`src/rtl/line_refill_pkg.sv`:
```
package line_refill_pkg;

    // Memory organization behind the refill bus
    typedef enum logic [1:0] {
        ORG_NARROW      = 2'd0,
        ORG_WIDE        = 2'd1,
        ORG_INTERLEAVED = 2'd2
    } org_e;

    // Controller phases
    typedef enum logic [1:0] {
        ST_IDLE = 2'd0,
        ST_ADDR = 2'd1,
        ST_WAIT = 2'd2,
        ST_XFER = 2'd3
    } phase_e;

    localparam int unsigned WORD_MUL = 32'h9E3779B1;
    localparam logic [31:0] WORD_XOR = 32'h5A5A0000;

    // Content of the modeled storage at a word address
    function automatic logic [31:0] word_value(input logic [31:0] addr);
        logic [31:0] prod;
        prod = addr * WORD_MUL;
        return prod ^ WORD_XOR;
    endfunction

    // Total refill cost in clocks for an organization
    function automatic int unsigned refill_cost(input org_e org, input int unsigned words,
                                                input int unsigned lat);
        case (org)
            ORG_NARROW: return 1 + words * (lat + 1);
            ORG_WIDE:   return 1 + lat + 1;
            default:    return 1 + lat + words;
        endcase
    endfunction

endpackage

```
`src/rtl/refill_bank.sv`:
```
module refill_bank
    import line_refill_pkg::*;
#(
    parameter int unsigned DATA_W = 32,
    parameter int unsigned LANES  = 1,
    parameter int unsigned ADDR_W = 12,
    parameter int unsigned LAT    = 15
) (
    input  logic                      clk,
    input  logic                      rst,
    input  logic                      start,
    input  logic [ADDR_W-1:0]         addr,
    output logic                      ready,
    output logic [LANES*DATA_W-1:0]   data
);

    localparam int unsigned CNT_W = $clog2(LAT + 1);

    logic [CNT_W-1:0]        cnt_q;
    logic [ADDR_W-1:0]       addr_q;
    logic [LANES*DATA_W-1:0] fetch;

    // Words of one access, consecutive addresses from addr_q
    always_comb begin
        for (int j = 0; j < LANES; j++) begin
            fetch[j*DATA_W +: DATA_W] =
                DATA_W'(word_value(32'(addr_q) + 32'(j)));
        end
    end

    always_ff @(posedge clk) begin
        if (rst) begin
            cnt_q  <= '0;
            addr_q <= '0;
            ready  <= 1'b0;
            data   <= '0;
        end else begin
            ready <= 1'b0;
            if (start) begin
                addr_q <= addr;
                cnt_q  <= CNT_W'(LAT);
            end else if (cnt_q != '0) begin
                cnt_q <= cnt_q - 1'b1;
                if (cnt_q == CNT_W'(1)) begin
                    ready <= 1'b1;
                    data  <= fetch;
                end
            end
        end
    end

endmodule

```
`src/rtl/refill_fsm.sv`:
```
module refill_fsm
    import line_refill_pkg::*;
#(
    parameter org_e        ORG     = ORG_INTERLEAVED,
    parameter int unsigned WORDS   = 4,
    parameter int unsigned LINE_AW = 10
) (
    input  logic                       clk,
    input  logic                       rst,
    input  logic                       req,
    input  logic [LINE_AW-1:0]         req_line,
    input  logic                       bank_ready,
    output logic                       bank_start,
    output logic [$clog2(WORDS)-1:0]   start_off,
    output logic [LINE_AW-1:0]         line_q,
    output logic                       xfer_valid,
    output logic [$clog2(WORDS)-1:0]   xfer_idx,
    output logic                       done
);

    localparam int unsigned OFF_W = $clog2(WORDS);
    localparam logic [OFF_W-1:0] LAST = OFF_W'(WORDS - 1);

    phase_e           state_q;
    logic [OFF_W-1:0] idx_q;

    always_comb begin
        bank_start = 1'b0;
        start_off  = '0;
        xfer_valid = 1'b0;
        xfer_idx   = idx_q;
        done       = 1'b0;
        case (state_q)
            ST_ADDR: begin
                bank_start = 1'b1;
                start_off  = idx_q;
            end
            ST_WAIT: begin
                if (bank_ready) begin
                    xfer_valid = 1'b1;
                    if (ORG == ORG_WIDE) begin
                        done = 1'b1;
                    end else if (ORG == ORG_NARROW) begin
                        if (idx_q == LAST) begin
                            done = 1'b1;
                        end else begin
                            bank_start = 1'b1;
                            start_off  = idx_q + 1'b1;
                        end
                    end
                end
            end
            ST_XFER: begin
                xfer_valid = 1'b1;
                done       = (idx_q == LAST);
            end
            default: ;
        endcase
    end

    always_ff @(posedge clk) begin
        if (rst) begin
            state_q <= ST_IDLE;
            idx_q   <= '0;
            line_q  <= '0;
        end else begin
            case (state_q)
                ST_IDLE: begin
                    if (req) begin
                        line_q  <= req_line;
                        idx_q   <= '0;
                        state_q <= ST_ADDR;
                    end
                end
                ST_ADDR: state_q <= ST_WAIT;
                ST_WAIT: begin
                    if (bank_ready) begin
                        if (ORG == ORG_WIDE) begin
                            state_q <= ST_IDLE;
                        end else if (ORG == ORG_NARROW) begin
                            if (idx_q == LAST) state_q <= ST_IDLE;
                            else idx_q <= idx_q + 1'b1;
                        end else begin
                            idx_q   <= OFF_W'(1);
                            state_q <= ST_XFER;
                        end
                    end
                end
                ST_XFER: begin
                    if (idx_q == LAST) state_q <= ST_IDLE;
                    else idx_q <= idx_q + 1'b1;
                end
                default: state_q <= ST_IDLE;
            endcase
        end
    end

endmodule

```
`src/rtl/line_refill.sv`:
```
module line_refill
    import line_refill_pkg::*;
#(
    parameter org_e        ORG    = ORG_INTERLEAVED,
    parameter int unsigned DATA_W = 32,
    parameter int unsigned WORDS  = 4,
    parameter int unsigned ADDR_W = 12,
    parameter int unsigned LAT    = 15
) (
    input  logic                        clk,
    input  logic                        rst,
    input  logic                        req,
    input  logic [ADDR_W-$clog2(WORDS)-1:0] req_line,
    output logic                        rd_valid,
    output logic [$clog2(WORDS)-1:0]    rd_idx,
    output logic [WORDS-1:0]            rd_mask,
    output logic [WORDS*DATA_W-1:0]     rd_data,
    output logic                        rd_done
);

    localparam int unsigned OFF_W      = $clog2(WORDS);
    localparam int unsigned LINE_AW    = ADDR_W - OFF_W;
    localparam int unsigned NBANK      = (ORG == ORG_INTERLEAVED) ? WORDS : 1;
    localparam int unsigned BANK_LANES = (ORG == ORG_WIDE) ? WORDS : 1;
    localparam int unsigned BANK_DW    = BANK_LANES * DATA_W;

    logic                 bank_start;
    logic [OFF_W-1:0]     start_off;
    logic [LINE_AW-1:0]   line_q;
    logic                 xfer_valid;
    logic [OFF_W-1:0]     xfer_idx;
    logic                 xfer_done;
    logic [NBANK-1:0]     ready_vec;
    logic [BANK_DW-1:0]   bank_data [NBANK];
    logic [DATA_W-1:0]    lane_word [WORDS];

    refill_fsm #(
        .ORG     (ORG),
        .WORDS   (WORDS),
        .LINE_AW (LINE_AW)
    ) u_fsm (
        .clk        (clk),
        .rst        (rst),
        .req        (req),
        .req_line   (req_line),
        .bank_ready (&ready_vec),
        .bank_start (bank_start),
        .start_off  (start_off),
        .line_q     (line_q),
        .xfer_valid (xfer_valid),
        .xfer_idx   (xfer_idx),
        .done       (xfer_done)
    );

    // Bank k of an interleaved build holds word offsets equal to k mod NBANK
    for (genvar k = 0; k < NBANK; k++) begin : g_bank
        logic [OFF_W-1:0] off;
        assign off = OFF_W'(k) + start_off;
        refill_bank #(
            .DATA_W (DATA_W),
            .LANES  (BANK_LANES),
            .ADDR_W (ADDR_W),
            .LAT    (LAT)
        ) u_bank (
            .clk   (clk),
            .rst   (rst),
            .start (bank_start),
            .addr  ({line_q, off}),
            .ready (ready_vec[k]),
            .data  (bank_data[k])
        );
    end

    for (genvar i = 0; i < WORDS; i++) begin : g_lane
        if (ORG == ORG_WIDE) begin : g_wide
            assign lane_word[i] = bank_data[0][i*DATA_W +: DATA_W];
        end else if (ORG == ORG_INTERLEAVED) begin : g_ilv
            assign lane_word[i] = bank_data[i][DATA_W-1:0];
        end else begin : g_nar
            assign lane_word[i] = bank_data[0][DATA_W-1:0];
        end
        assign rd_data[i*DATA_W +: DATA_W] = rd_mask[i] ? lane_word[i] : '0;
    end

    always_comb begin
        if (!xfer_valid)          rd_mask = '0;
        else if (ORG == ORG_WIDE) rd_mask = '1;
        else                      rd_mask = WORDS'(1) << xfer_idx;
    end

    assign rd_valid = xfer_valid;
    assign rd_idx   = xfer_idx;
    assign rd_done  = xfer_done;

endmodule

```
`config.mk`:
```
export PLATFORM = sky130hd
export DESIGN_NAME = line_refill
export DESIGN_NICKNAME = d
export VERILOG_FILES = /design/src/rtl/line_refill_pkg.sv /design/src/rtl/refill_bank.sv /design/src/rtl/refill_fsm.sv /design/src/rtl/line_refill.sv
export SDC_FILE = /design/constraint.sdc
export NUM_CORES = 1
export LEC_CHECK = 0
export ABC_AREA = 0
export BUFFER_PORTS_ARGS = -buffer_cell sky130_fd_sc_hd__buf_4
export CAP_MARGIN = 20
export CORE_MARGIN = 2
export CORE_UTILIZATION = 35
export CTS_CLUSTER_DIAMETER = 150
export DETAILED_ROUTE_END_ITERATION = 10
export PLACE_DENSITY = 0.61
export SYNTH_ARGS = -nofsm -noshare
export SYNTH_HDL_FRONTEND = slang
export SYNTH_SLANG_ARGS = --single-unit
```
`constraint.sdc`:
```
create_clock -name clk -period 10.15 [get_ports clk]
set_input_delay 0.5075 -clock clk [delete_from_list [all_inputs] [get_ports clk]]
set_output_delay 0.5075 -clock clk [all_outputs]
set_load 0.01 [all_outputs]
```
Yosys cells after proc, flatten, opt, wreduce, memory -nomap -nowiden
Index checks and enable logic that the tools add are counted.

Add/subtract/negate cells: 8. $mul: 4. Div/mod/pow operators: 0. $lt $le $gt $ge: 0. Equal/unequal tests: 12. Shift-type cells: 1. Mux-type cells: 30. Bitwise gates (word level): 9. Reductions and logical operators: 22.

Operators with widths (number): 12-bit by 32-bit multiplier with 32-bit output (second input constant) (4); 32-bit 2-to-1 mux (4); 4-bit 2-to-1 mux (9); 8-bit NOT (4); 4-bit by 1-bit equality test with 1-bit output (second input constant) (4); 4-bit nonzero test (4); 4-bit by 1-bit subtractor with 4-bit output (second input constant) (4); 3-bit AND reduction (5); 2-bit 2-to-1 mux (7); 3-bit OR reduction (4); 2-bit case mux with 4 select lines (1); 4-bit AND reduction (2); 2-bit nonzero test (4); 1-bit 2-to-1 mux (7); 2-bit equality test (second input constant) (3); 2-bit case mux with 3 select lines (1); 1-bit NOT (5); 2-bit adder (first input constant) (2); 2-bit by 1-bit != test with 1-bit output (second input constant) (2); 2-bit != test (second input constant) (2); 1-bit by 2-bit left shift with 4-bit output (first input constant) (1); 3-bit nonzero test (1); 1-bit by 2-bit adder with 2-bit output (first input constant) (1); 2-bit by 1-bit adder with 2-bit output (second input constant) (1); 4 further kinds (4).

Flip-flop bits (word level): 210. Bits in latches: 0. Bits in writable memories: 0. Bits in read-only memories: 0. Bits of input ports: 13. Memories kept: 0.

Depth between registers and ports, before layout
Depth after elaboration: 5. Depth in mapped cells: 21. Gate-level depth less buffers: 21.

By module
A second synthesis with hierarchy kept.

Cells, all modules: 3102. Area, all modules: 28695.0 µm².

Modules (own cells, without submodules): refill_bank at g_bank[2].u_bank (instances 1, cells each 721, area each 6611.3 µm²); refill_bank at g_bank[1].u_bank (instances 1, cells each 718, area each 6551.3 µm²); refill_bank at g_bank[3].u_bank (instances 1, cells each 691, area each 6542.5 µm²); refill_bank at g_bank[0].u_bank (instances 1, cells each 705, area each 6506.2 µm²); line_refill (instances 1, cells each 179, area each 1762.9 µm²); refill_fsm (instances 1, cells each 88, area each 720.7 µm²).

Worst setup path after synthesis
Ideal clock, no wire load.

Path type: reg2reg. From: register g_bank[3].u_bank.addr_q[2] (netlist name). To: register g_bank[1].u_bank.data[22]. Library setup time: 0.086 ns. Arrival time: 5.812 ns. Data required time: 10.064 ns. Slack: 4.253 ns. Stages on the path, launching flop included: 18. Buffers on the path: 0. Period minus slack after synthesis: 5.897 ns. Cells stage by stage: dfxtp_1 -> inv_1 -> fa_1 -> fa_1 -> inv_1 -> fa_1 -> inv_1 -> fa_1 -> inv_1 -> ha_1 -> a21oi_1 -> o21ai_0 -> a2111o_1 -> a311o_1 -> a2111oi_0 -> nor3_1 -> xor2_1 -> a211oi_1.

RTL lines: end signal: assignment (line refill_bank.sv:46) `data <= fetch;`; end: declaration (line refill_bank.sv:14) `output logic [LANES*DATA_W-1:0] data`.

Final worst setup path
From: register g_bank[3].u_bank.addr_q[3]. To: register g_bank[3].u_bank.data[27].

Longest elaborated chain between the ends: 2.

RTL lines: start: declaration (line refill_bank.sv:20) `logic [ADDR_W-1:0] addr_q;`; start signal: assignment (line refill_bank.sv:40) `addr_q <= addr;`; 12-bit by 32-bit multiplier with 32-bit output (line line_refill_pkg.sv:24) `prod = addr * WORD_MUL;`; 8-bit NOT (no line); end signal: assignment (line refill_bank.sv:46); end: declaration (line refill_bank.sv:14).

Every way passes these cells. A chain may end at the register's enable or synchronous reset.

==> results.txt <==
Slew HR = 37.2%
clock sinks = 178
hold slack = 0.255 ns
EDFF count, synth = 0
Crit Reg-Reg Endpoint = g_bank[3].u_bank.data[27]
# nets final = 3058
Fin Setup TNS = 0 ns
pin count of the biggest net entering global routing = 108
# DRC = 0
CP Class = flip-flop to flip-flop
setup slack on the worst flop-to-flop path = 3.70 ns
fill cell total of the finished layout = 6021
Avg Cell Area, Syn = 8.71 sq um
Rows = 90
FMAX = 155 MHz
post-route antenna net violation count = 0
CTS H-tree depth = 4
Die Ht = 250 um
synthesized flop and latch total = 178
# setup viols final = 0
Arr. time, crit path = 6.79 ns
sequential fraction of the synthesis area = 16.9%
die area = 0.0623 sq mm
Worst EP required = 10.49 ns
gr ovfl total = 0
Layout Skew = 0.0145 ns
Slowest cell on crit path = fa_1
CP max FO = 9
total via count in the routed design = 16954
DR pass1 iterations = 5
Final Hold Fails = 0
pwr/cell area = 233 mW/mm^2
Core Area = 0.0600 sq mm
DP Wirelength = 56600 um
ys flop type = dfxtp_1
gr usage total = 23.0%
CTS Buf Count = 17
post-synthesis instance total = 2425
Worst setup SP type = flip-flop
RSZ-0062 raised after global routing = no
first-pass GRT wire length = 106000 um
Syn Std Cell Area = 0.0211 sq mm
cts hold-fix bufs = 0
cells on worst reg2reg path = 17
async set-or-reset flop fraction in the synthesized netlist = 0%
min Tclk post-route = 6.45 ns
Clk Latency, worst-skew pair = 0.50 ns
CP dominant cell by count = fa_1
RR Startpoint = g_bank[3].u_bank.addr_q[3]
area grow syn2layout = 12.4%
layout cell share with drive strength beyond 1 = 8.16%
crit path capture = g_bank[3].u_bank.data[27]
# Max-Cap Violations = 0
number of DRC markers in iteration 0 = 961
CTS tree = built
Placed Cells = 3300
Ant. Diodes = 0
final worst path period share = 63.5%
YS warnings = 0
Die Width = 250 um
number of global-route vias before repair = 17484
Tightest Pin Transition = 0.941 ns
Via-to-Cell Ratio = 5.09
Yosys cell types = 67
number of port buffers = 148
Leak = 0.0119 uW
Worst Hold Class = input port to flip-flop
beginning of the critical path = g_bank[3].u_bank.addr_q[3]
CTS-repair resized insts = 0
Clock transition at path regs = 0.08 ns
Syn Nets = 2946
Ports = 149
Post-CTS Setup Repair Bufs = 0
critical-path cell list = buf_16, fa_1, fa_1, fa_1, fa_1, inv_1, fa_1, inv_1, ha_1, nand3_1, nor2_1, a41oi_1, o21ai_0, nand2_1, o21ai_0, xor2_1, a211oi_1
status = complete, no violations
Finished Core Util = 39.6%
fin cells = 3331
clk root buf = clkbuf_16
Slew Limit Fails = 0
Avg WL per Cell = 21.0 um
critical path's largest stage delay = 0.80 ns
Critical Path Sink Type = flip-flop
worst-case clock buffer depth = 2
Initial Util = 35.2%
GPL Wtd Cong = 1.00
Post-Route WL = 70000 um
Max VDD drop = 0.000101 V
antenna violations before repair = 0
==> layout by cell type, fill, tap and decap left out, types with 19 or more instances in the layout <==
master,instances
a211oi_1,49
buf_4,162
inv_1,517
xnor2_1,70
dfxtp_1,178
ha_1,225
and2_1,137
nand3_1,20
xor2_1,29
nor2_1,118
nand3b_1,19
o21bai_1,20
a21o_1,53
o21ai_0,47
nand2_1,192
a21oi_1,174
nor3_1,22
fa_1,283
==> sequential cells by signal (all words and copies together), names as in the netlist <==
signal and flops:
g_bank.u_bank.addr_q 16, g_bank.u_bank.cnt_q 16, g_bank.u_bank.data 128, g_bank.u_bank.ready 4, u_fsm.line_q 10, u_fsm.state_q 2, u_fsm.xfer_idx 2
==> power breakdown <==
part | internal [uW] | switching, uW
clock | 424 | 332
combinational | 1410 | 2410
sequential | 839 | 120
==> worst min path at each step <==
stage	from	end	slack, ns	cells past startpoint
CTS	req_line[2]	u_fsm.line_q[2]	0.20	3
global placement	g_bank[3].u_bank.data[3]	g_bank[3].u_bank.data[3]	0.44	2
global route	req_line[6]	u_fsm.line_q[6]	0.25	3
finish	req_line[1]	u_fsm.line_q[1]	0.26	3
floorplan	g_bank[0].u_bank.data[10]	g_bank[0].u_bank.data[10]	0.43	2
detailed placement	g_bank[0].u_bank.data[16]	g_bank[0].u_bank.data[16]	0.44	2
==> layout make-up <==
type                    count  area [sq um]  area share [%]
flip-flops and latches    178          3560            15.0
clock buffers              20           447            1.88
clock inverters            11           191           0.806
repair buffers            164          1250            5.29
inverters                 517          1940            8.17
multi-input cells        1659         15400            64.7
well taps                 782           978            4.12
==> worst max-delay path, delay by kind of cell, from the launching register on <==
kind	cells	cell delay (ns)
adders and majority gates	6	3.32
DFF	1	0.61
xor gates and xnor gates	1	0.22
AOI/OAI and AO/OA	4	1.15
buffers and inverters	3	0.31
and+or+nand+nor	3	0.67
==> cells in the mapped netlist (3+ instances only) <==
cell	instances	area (sq um)
a22o_1	3	26.3
xnor2_1	70	613
a2111oi_0	3	26.3
clkbuf_1	63	236
buf_1	8	30.0
a21oi_1	174	871
xor2_1	29	254
a41oi_1	5	43.8
a31oi_1	11	68.8
nand2b_1	10	62.6
a2111o_1	3	33.8
o31ai_1	7	52.6
nand4_1	10	62.6
nand2_1	192	721
nand3_1	20	100
o21ai_0	47	235
dfxtp_1	178	3560
and3_1	10	62.6
nor3b_1	6	45.0
o31a_1	3	26.3
o211ai_1	6	45.0
nor2_1	119	447
or4_1	6	45.0
o21a_1	13	97.6
inv_1	517	1940
a211oi_1	49	368
nand3b_1	19	143
nor4_1	12	75.1
nand4b_1	4	35.0
and4_1	7	61.3
a21o_1	53	398
ha_1	225	2820
nor2b_1	8	50.1
a211o_1	6	52.6
o21bai_1	20	150
or3_1	11	68.8
fa_1	283	5670
mux2i_1	18	180
nor3_1	22	110
and2_1	137	857
a311oi_1	4	35.0
==> cells by family (layout without fill, tap and decap cells) <==
logic type | after synthesis | in the layout | synth area share (%)
buffers and inverters | 588 | 712 | 10.4
AO/OA/AOI/OAI | 436 | 436 | 13.4
AND/OR/NAND/NOR | 598 | 598 | 14.1
adder cells (fa/ha/maj) | 508 | 508 | 40.1
flip-flops | 178 | 178 | 16.9
XOR/XNOR | 99 | 99 | 4.10
multiplexers | 18 | 18 | 0.853
==> per-layer routing <==
| layer | wire length, um | vias to the layer above | global-route usage [%] |
|---|---|---|---|
| met5 | 0 | - | 0 |
| met4 | 2460 | 0 | 8.67 |
| met3 | 2960 | 87 | 3.66 |
| met2 | 34900 | 358 | 39.8 |
| met1 | 29700 | 8518 | 28.7 |
| li1 | - | 7991 | - |
==> through the flow <==
step           instance area (sq um)  power, uW  setup WS, ns
6_report                       23700       5530          3.70
5_1_grt                        23700       6070          3.41
4_1_cts                        23700       5590          3.73
3_5_place_dp                   23100       4770          3.77
3_3_place_gp                   23100       4720          3.33
2_1_floorplan                  21100       3620          4.25
Note: power is estimated with default switching activity, not from simulation.
